**src/rtl/lane_fifo_pkg.sv**
```systemverilog
package lane_fifo_pkg;

  typedef enum logic [1:0] {
    MODE_SPLIT   = 2'd0,
    MODE_WIDE_TX = 2'd1,
    MODE_WIDE_RX = 2'd2
  } lane_mode_e;

  // both join bits set falls back to split
  function automatic lane_mode_e decode_mode(input logic jt, input logic jr);
    if (jt && !jr)      return MODE_WIDE_TX;
    else if (jr && !jt) return MODE_WIDE_RX;
    else                return MODE_SPLIT;
  endfunction

endpackage

```
**src/rtl/lane_fifo_ctl.sv**
```systemverilog
module lane_fifo_ctl #(
  parameter int DEPTH = 4,
  localparam int PW = $clog2(2 * DEPTH),
  localparam int LW = $clog2(2 * DEPTH + 1)
) (
  input  logic          clk_i,
  input  logic          rst_ni,
  input  logic          flush_i,
  input  logic          wide_i,
  input  logic          off_i,
  input  logic          push_i,
  input  logic          pop_i,
  output logic          push_ok_o,
  output logic          pop_ok_o,
  output logic [PW-1:0] wptr_o,
  output logic [PW-1:0] rptr_o,
  output logic [LW-1:0] level_o,
  output logic          full_o,
  output logic          empty_o
);

  logic [LW-1:0] lvl_q, cap;
  logic [PW-1:0] wptr_q, rptr_q, last;

  assign cap  = wide_i ? LW'(2 * DEPTH) : LW'(DEPTH);
  assign last = wide_i ? PW'(2 * DEPTH - 1) : PW'(DEPTH - 1);

  assign full_o    = off_i | (lvl_q == cap);
  assign empty_o   = off_i | (lvl_q == '0);
  assign push_ok_o = push_i & ~full_o & ~flush_i;
  assign pop_ok_o  = pop_i & ~empty_o & ~flush_i;
  assign level_o   = off_i ? '0 : lvl_q;
  assign wptr_o    = wptr_q;
  assign rptr_o    = rptr_q;

  always_ff @(posedge clk_i or negedge rst_ni) begin
    if (!rst_ni) begin
      lvl_q  <= '0;
      wptr_q <= '0;
      rptr_q <= '0;
    end else if (flush_i) begin
      lvl_q  <= '0;
      wptr_q <= '0;
      rptr_q <= '0;
    end else begin
      if (push_ok_o) wptr_q <= (wptr_q == last) ? '0 : wptr_q + 1'b1;
      if (pop_ok_o)  rptr_q <= (rptr_q == last) ? '0 : rptr_q + 1'b1;
      case ({push_ok_o, pop_ok_o})
        2'b10:   lvl_q <= lvl_q + 1'b1;
        2'b01:   lvl_q <= lvl_q - 1'b1;
        default: lvl_q <= lvl_q;
      endcase
    end
  end

  AST_LEVEL_CAP: assert property (@(posedge clk_i) disable iff (!rst_ni)
    !flush_i |-> lvl_q <= cap);
  AST_FULL_HOLD: assert property (@(posedge clk_i) disable iff (!rst_ni)
    push_i && full_o && !pop_i && !flush_i |=> lvl_q == $past(lvl_q));
  AST_EMPTY_HOLD: assert property (@(posedge clk_i) disable iff (!rst_ni)
    pop_i && empty_o && !push_i && !flush_i |=> lvl_q == $past(lvl_q));
  AST_FLUSH_CLEAR: assert property (@(posedge clk_i) disable iff (!rst_ni)
    flush_i |=> lvl_q == '0);

endmodule

```
**src/rtl/lane_fifo_err.sv**
```systemverilog
module lane_fifo_err #(
  parameter int NF = 2
) (
  input  logic          clk_i,
  input  logic          rst_ni,
  input  logic [NF-1:0] set_i,
  input  logic [NF-1:0] clr_i,
  output logic [NF-1:0] flag_o
);

  // a new event beats a clear in the same cycle
  always_ff @(posedge clk_i or negedge rst_ni) begin
    if (!rst_ni) flag_o <= '0;
    else         flag_o <= (flag_o & ~clr_i) | set_i;
  end

  for (genvar i = 0; i < NF; i++) begin : g_chk
    AST_STICKY: assert property (@(posedge clk_i) disable iff (!rst_ni)
      flag_o[i] && !clr_i[i] |=> flag_o[i]);
    AST_SET: assert property (@(posedge clk_i) disable iff (!rst_ni)
      set_i[i] |=> flag_o[i]);
  end

endmodule

```
**src/rtl/lane_fifo_pair.sv**
```systemverilog
module lane_fifo_pair #(
  parameter int DW    = 32,
  parameter int DEPTH = 4,
  localparam int PW = $clog2(2 * DEPTH),
  localparam int LW = $clog2(2 * DEPTH + 1)
) (
  input  logic          clk_i,
  input  logic          rst_ni,
  input  logic          join_tx_i,
  input  logic          join_rx_i,
  input  logic          sys_wr_i,
  input  logic [DW-1:0] sys_wdata_i,
  input  logic          eng_rd_i,
  output logic [DW-1:0] eng_rdata_o,
  input  logic          eng_wr_i,
  input  logic [DW-1:0] eng_wdata_i,
  input  logic          sys_rd_i,
  output logic [DW-1:0] sys_rdata_o,
  input  logic [1:0]    err_clr_i,
  output logic [LW-1:0] tx_level_o,
  output logic [LW-1:0] rx_level_o,
  output logic          tx_full_o,
  output logic          tx_empty_o,
  output logic          rx_full_o,
  output logic          rx_empty_o,
  output logic          tx_not_full_o,
  output logic          rx_not_empty_o,
  output logic          tx_over_o,
  output logic          rx_under_o
);
  import lane_fifo_pkg::*;

  localparam int SLOTS = 2 * DEPTH;

  lane_mode_e    mode;
  logic [1:0]    join_q;
  logic          flush;
  logic          tx_push, tx_pop, rx_push, rx_pop;
  logic [PW-1:0] tx_wptr, tx_rptr, rx_wptr, rx_rptr;
  logic [DW-1:0] mem [SLOTS];
  logic [1:0]    err_set, err_flag;

  // receive queue starts in the upper bank and wraps into the lower one
  function automatic logic [PW-1:0] rx_slot(input logic [PW-1:0] p);
    int s;
    s = int'(p) + DEPTH;
    if (s >= SLOTS) s = s - SLOTS;
    return PW'(s);
  endfunction

  assign mode  = decode_mode(join_tx_i, join_rx_i);
  assign flush = (join_q != {join_tx_i, join_rx_i});

  always_ff @(posedge clk_i or negedge rst_ni) begin
    if (!rst_ni) join_q <= '0;
    else         join_q <= {join_tx_i, join_rx_i};
  end

  lane_fifo_ctl #(.DEPTH(DEPTH)) u_tx (
    .clk_i, .rst_ni,
    .flush_i  (flush),
    .wide_i   (mode == MODE_WIDE_TX),
    .off_i    (mode == MODE_WIDE_RX),
    .push_i   (sys_wr_i),
    .pop_i    (eng_rd_i),
    .push_ok_o(tx_push),
    .pop_ok_o (tx_pop),
    .wptr_o   (tx_wptr),
    .rptr_o   (tx_rptr),
    .level_o  (tx_level_o),
    .full_o   (tx_full_o),
    .empty_o  (tx_empty_o)
  );

  lane_fifo_ctl #(.DEPTH(DEPTH)) u_rx (
    .clk_i, .rst_ni,
    .flush_i  (flush),
    .wide_i   (mode == MODE_WIDE_RX),
    .off_i    (mode == MODE_WIDE_TX),
    .push_i   (eng_wr_i),
    .pop_i    (sys_rd_i),
    .push_ok_o(rx_push),
    .pop_ok_o (rx_pop),
    .wptr_o   (rx_wptr),
    .rptr_o   (rx_rptr),
    .level_o  (rx_level_o),
    .full_o   (rx_full_o),
    .empty_o  (rx_empty_o)
  );

  // the two queues never own the same slot, so both writes can land together
  always_ff @(posedge clk_i) begin
    if (tx_push) mem[tx_wptr]          <= sys_wdata_i;
    if (rx_push) mem[rx_slot(rx_wptr)] <= eng_wdata_i;
  end

  assign eng_rdata_o = tx_empty_o ? '0 : mem[tx_rptr];
  assign sys_rdata_o = rx_empty_o ? '0 : mem[rx_slot(rx_rptr)];

  assign tx_not_full_o  = ~tx_full_o;
  assign rx_not_empty_o = ~rx_empty_o;

  assign err_set = {sys_rd_i & rx_empty_o, sys_wr_i & tx_full_o};

  lane_fifo_err #(.NF(2)) u_err (
    .clk_i, .rst_ni,
    .set_i (err_set),
    .clr_i (err_clr_i),
    .flag_o(err_flag)
  );

  assign tx_over_o  = err_flag[0];
  assign rx_under_o = err_flag[1];

  AST_JOIN_FLUSH: assert property (@(posedge clk_i) disable iff (!rst_ni)
    flush |=> tx_level_o == '0 && rx_level_o == '0);
  AST_NO_DOUBLE_OWNER: assert property (@(posedge clk_i) disable iff (!rst_ni)
    tx_push && rx_push |-> tx_wptr != rx_slot(rx_wptr));

endmodule

```
**config.mk**
```make
export PLATFORM = sky130hd
export DESIGN_NAME = lane_fifo_pair
export DESIGN_NICKNAME = d
export VERILOG_FILES = /design/src/rtl/lane_fifo_pkg.sv /design/src/rtl/lane_fifo_ctl.sv /design/src/rtl/lane_fifo_err.sv /design/src/rtl/lane_fifo_pair.sv
export SDC_FILE = /design/constraint.sdc
export NUM_CORES = 1
export LEC_CHECK = 0
export ABC_AREA = 0
export BUFFER_PORTS_ARGS = -buffer_cell sky130_fd_sc_hd__buf_2
export CAP_MARGIN = 20
export CORE_MARGIN = 5
export CORE_UTILIZATION = 60
export CTS_CLUSTER_DIAMETER = 30
export DETAILED_ROUTE_END_ITERATION = 8
export MAX_ROUTING_LAYER = met4
export PLACE_DENSITY = 0.8
export SETUP_SLACK_MARGIN = 0.02
export SYNTH_ARGS = -nofsm -noshare
export SYNTH_HDL_FRONTEND = slang
export SYNTH_SLANG_ARGS = --single-unit
```
**constraint.sdc**
```tcl
create_clock -name clk_i -period 8 [get_ports clk_i]
set_input_delay 2 -clock clk_i [delete_from_list [all_inputs] [get_ports clk_i]]
set_output_delay 2 -clock clk_i [all_outputs]
set_load 0.02 [all_outputs]
```
==> impl_metrics.csv <==
group,metric,value,unit
synthesis,synth_edf_count,256,
synthesis,syn_area_per_cell,16.11,um2
synthesis,ys_seq_area_share,49.43,%
synthesis,yosys.area.top_type,"edfxtp_1",
worst_setup_path,path_max_fanout,19,
sta,min_period,6.318,ns
status,status,"completed",
synthesis,synthCells,1041,
clock_network,numCtsBuffers,67,
sta,rsz0062_at_grt,"false",
clock_network,clk_latency,0.57,ns
clock_network,cts_hold_buffers,0,
finish,area_growth,20.09,%
sta,slew_headroom,25.56,%
finish,drive_gt1_share,55.08,%
floorplanning,std_cell_rows,61,
route,post_drt_wl_per_cell,27.26,um
sta,tns,0,ns
route,antenna_left,0,
synthesis,synth_common_cells,"edfxtp_1 (256), mux2_2 (189), mux4_2 (128)",
flow_run,cap_violations,0,
synthesis,synthFlopType,"edfxtp_1",
placed_design,dp_hpwl,24.10,mm
placed_design,place_ws,1.743,ns
route,avgViaCountPerCell,6.526,
synthesis,ys_ff_latch,280,
min_path,hold_depth,2,
pwr,p_leak,7.323,nW
route,first_iter_violations,1070,
synthesis,async_flop_share,8.571,%
sta,slew_viol_final,0,
global_routing,grt_antenna_before_repair,6,
floorplanning,die_w,177.2,um
floorplanning,die_area,0.03139,mm2
synthesis,synth_top_area_share,45.85,%
global_routing,grt_pass1_vias,11432,
worst_setup_path,critPathCaptureType,"output port",
placed_design,gp_congestion,0.8202,
sta,worstMarginPinSlew,1.117,ns
finish,n_fill_cell,1713,
clock_network,cts_max_level,3,
global_routing,grt_pass1_wl,68.35,mm
synthesis,yosys_warnings,0,
clock_network,clk_path_buf_depth,3,
floorplanning,start_util,60.52,%
sta,fmax,158.3,MHz
pwr,power_per_cell_area,238.7,mW/mm2
pwr,ir_drop,0.1389,mV
synthesis,synth_fp_nets,1123,
synthesis,yosys.cell_types.count,55,
worst_setup_path,worstPathRequired,6.00,ns
worst_setup_path,cp_data_arrival_time,4.32,ns
clock_network,cts_resized,0,
placed_design,portBuffers,153,
sta,hold_violations,0,
global_routing,grt_usage,29.70,%
floorplanning,die_h,177.2,um
synthesis,synth_area,0.01677,mm2
global_routing,grt_overflow,0,
sta,setup_slack,1.682,ns
clock_network,cts-root-buf,"clkbuf_16",
route,routed_wl,44.82,mm
clock_network,cts.sinks,280,
floorplanning,core_area,0.02771,mm2
route,drc,0,
sta,clock_skew,0.02688,ns
sta,finalCritPeriodShare,78.98,%
finish,fin_nets,1288,
floorplanning,io-pin-count,154,
worst_setup_path,path_class,"in2out",
synthesis,synthTopCellsByArea,"edfxtp_1 (46%), mux4_2 (17%), mux2_2 (13%)",
synthesis,synth_most_common_cell,"edfxtp_1",
finish,multi_input_area,0.008044,mm2
clock_network,clk_transition_reported_paths,0.04,ns
global_routing,grt_max_degree,65,
worst_setup_path,crit_path_start_kind,"input port",
min_path,hold_class,"reg2reg",
sta,setup_viol,0,
route,vias,10729,
clock_network,cts_setup_buffers,0,
finish,register_area,0.008300,mm2
worst_setup_path,r2r_cells,6,
clock_network,tritoncts,"yes",
route,dr.pass1.iters,5,
## layer usage
| layer | vias to the layer above | track usage [%] | share of wire [%] |
|---|---|---|---|
| met5 | - | - | 0 |
| met4 | 0 | 10.93 | 2.8 |
| met3 | 96 | 4.294 | 7.0 |
| met2 | 525 | 48.44 | 50 |
| met1 | 5558 | 38.51 | 40 |
| li1 | 4550 | - | - |
## worst max-delay path, cell delays in order
cell and delay, ns:
buf_2 0.16, and2b_1 0.28, nor2_1 0.28, clkinv_1 0.75, buf_4 0.52, nor2_1 0.15, buf_2 0.18
## kinds of logic (layout without fill, tap and decap cells)
kind of cell	after synthesis	after routing	share of synthesized area, %
flip-flops	280	280	49.43
XOR/XNOR	9	9	0.4701
multiplexers	460	460	40.20
adder cells (fa/ha/maj)	8	8	0.6418
AO/OA/AOI/OAI	37	37	1.597
buffers and inverters	93	312	3.209
other	0	6	0
AND/OR/NAND/NOR	154	154	4.448
## flip-flops by register name, indices dropped and copies added, names as in the netlist
| name | flops |
|---|---|
| u_tx.wptr_o | 3 |
| u_rx.rptr_o | 3 |
| mem | 256 |
| join_q | 2 |
| u_tx.rptr_o | 3 |
| u_err.flag_o | 2 |
| u_rx.wptr_o | 3 |
| u_tx.lvl_q | 4 |
| u_rx.lvl_q | 4 |
## placed cells by master (no fill, tap or decap), drive strengths merged, types with 4 or more instances in the layout
master      n
a211oi      4
a21oi      11
and2        7
buf       180
bufinv      9
clkbuf     75
clkinv     32
clkinvlp    4
dfrtp      24
diode       6
edfxtp    256
ha          7
inv        12
mux2      256
mux2i      76
mux4      128
nand2      17
nand2b      4
nand3       8
nand4       4
nor2       80
nor3        4
o21ai       6
o31ai       7
or2         4
or3         9
or4         4
xnor2       5
xor2        4
## report_power, final
part	switching, mW	total [mW]	internal (mW)	leakage (nW)
clock	0.901	2.76	1.86	1.13
combinational	0.217	0.393	0.176	3.57
sequential	0.0240	1.65	1.63	2.62
## final timing paths
kind	startpoint	end	slack [ns]
min	u_err.flag_o[1]$_DFF_PN0_	u_err.flag_o[1]$_DFF_PN0_	0.54
min in group asynchronous	rst_ni	u_rx.lvl_q[2]$_DFFE_PN0P_	1.42
min reg2reg	u_err.flag_o[1]$_DFF_PN0_	u_err.flag_o[1]$_DFF_PN0_	0.54
max reg2reg	u_tx.lvl_q[2]$_DFFE_PN0P_	mem[1][20]$_DFFE_PP_	4.36
max	join_rx_i	sys_rdata_o[25]	1.68
max in group asynchronous	rst_ni	u_tx.rptr_o[0]$_DFFE_PN0P_	6.12
## metrics by stage
step	utilization [%]	hold WS [ns]	total power [mW]	area, um2	cells
global route	72.67	0.5965	4.929	20130	1644
global placement	64.32	0.5183	2.051	17820	1515
detailed placement	64.32	0.5375	2.061	17820	1515
finish	72.67	0.5450	4.805	20130	1644
CTS	72.62	0.5477	4.816	20120	1638
floorplan	-	0.5413	1.928	16770	1041
## cell type report
cell class / instances / area share, %
clock buffers: 75 / 8.582
repair buffers: 180 / 4.810
inverters: 9 / 0.1678
multi-input cells: 668 / 39.95
clock inverters: 48 / 2.840
diodes: 6 / 0.07457
well taps: 378 / 2.349
flip-flops and latches: 280 / 41.23
Power figures use the tool's default switching activity.
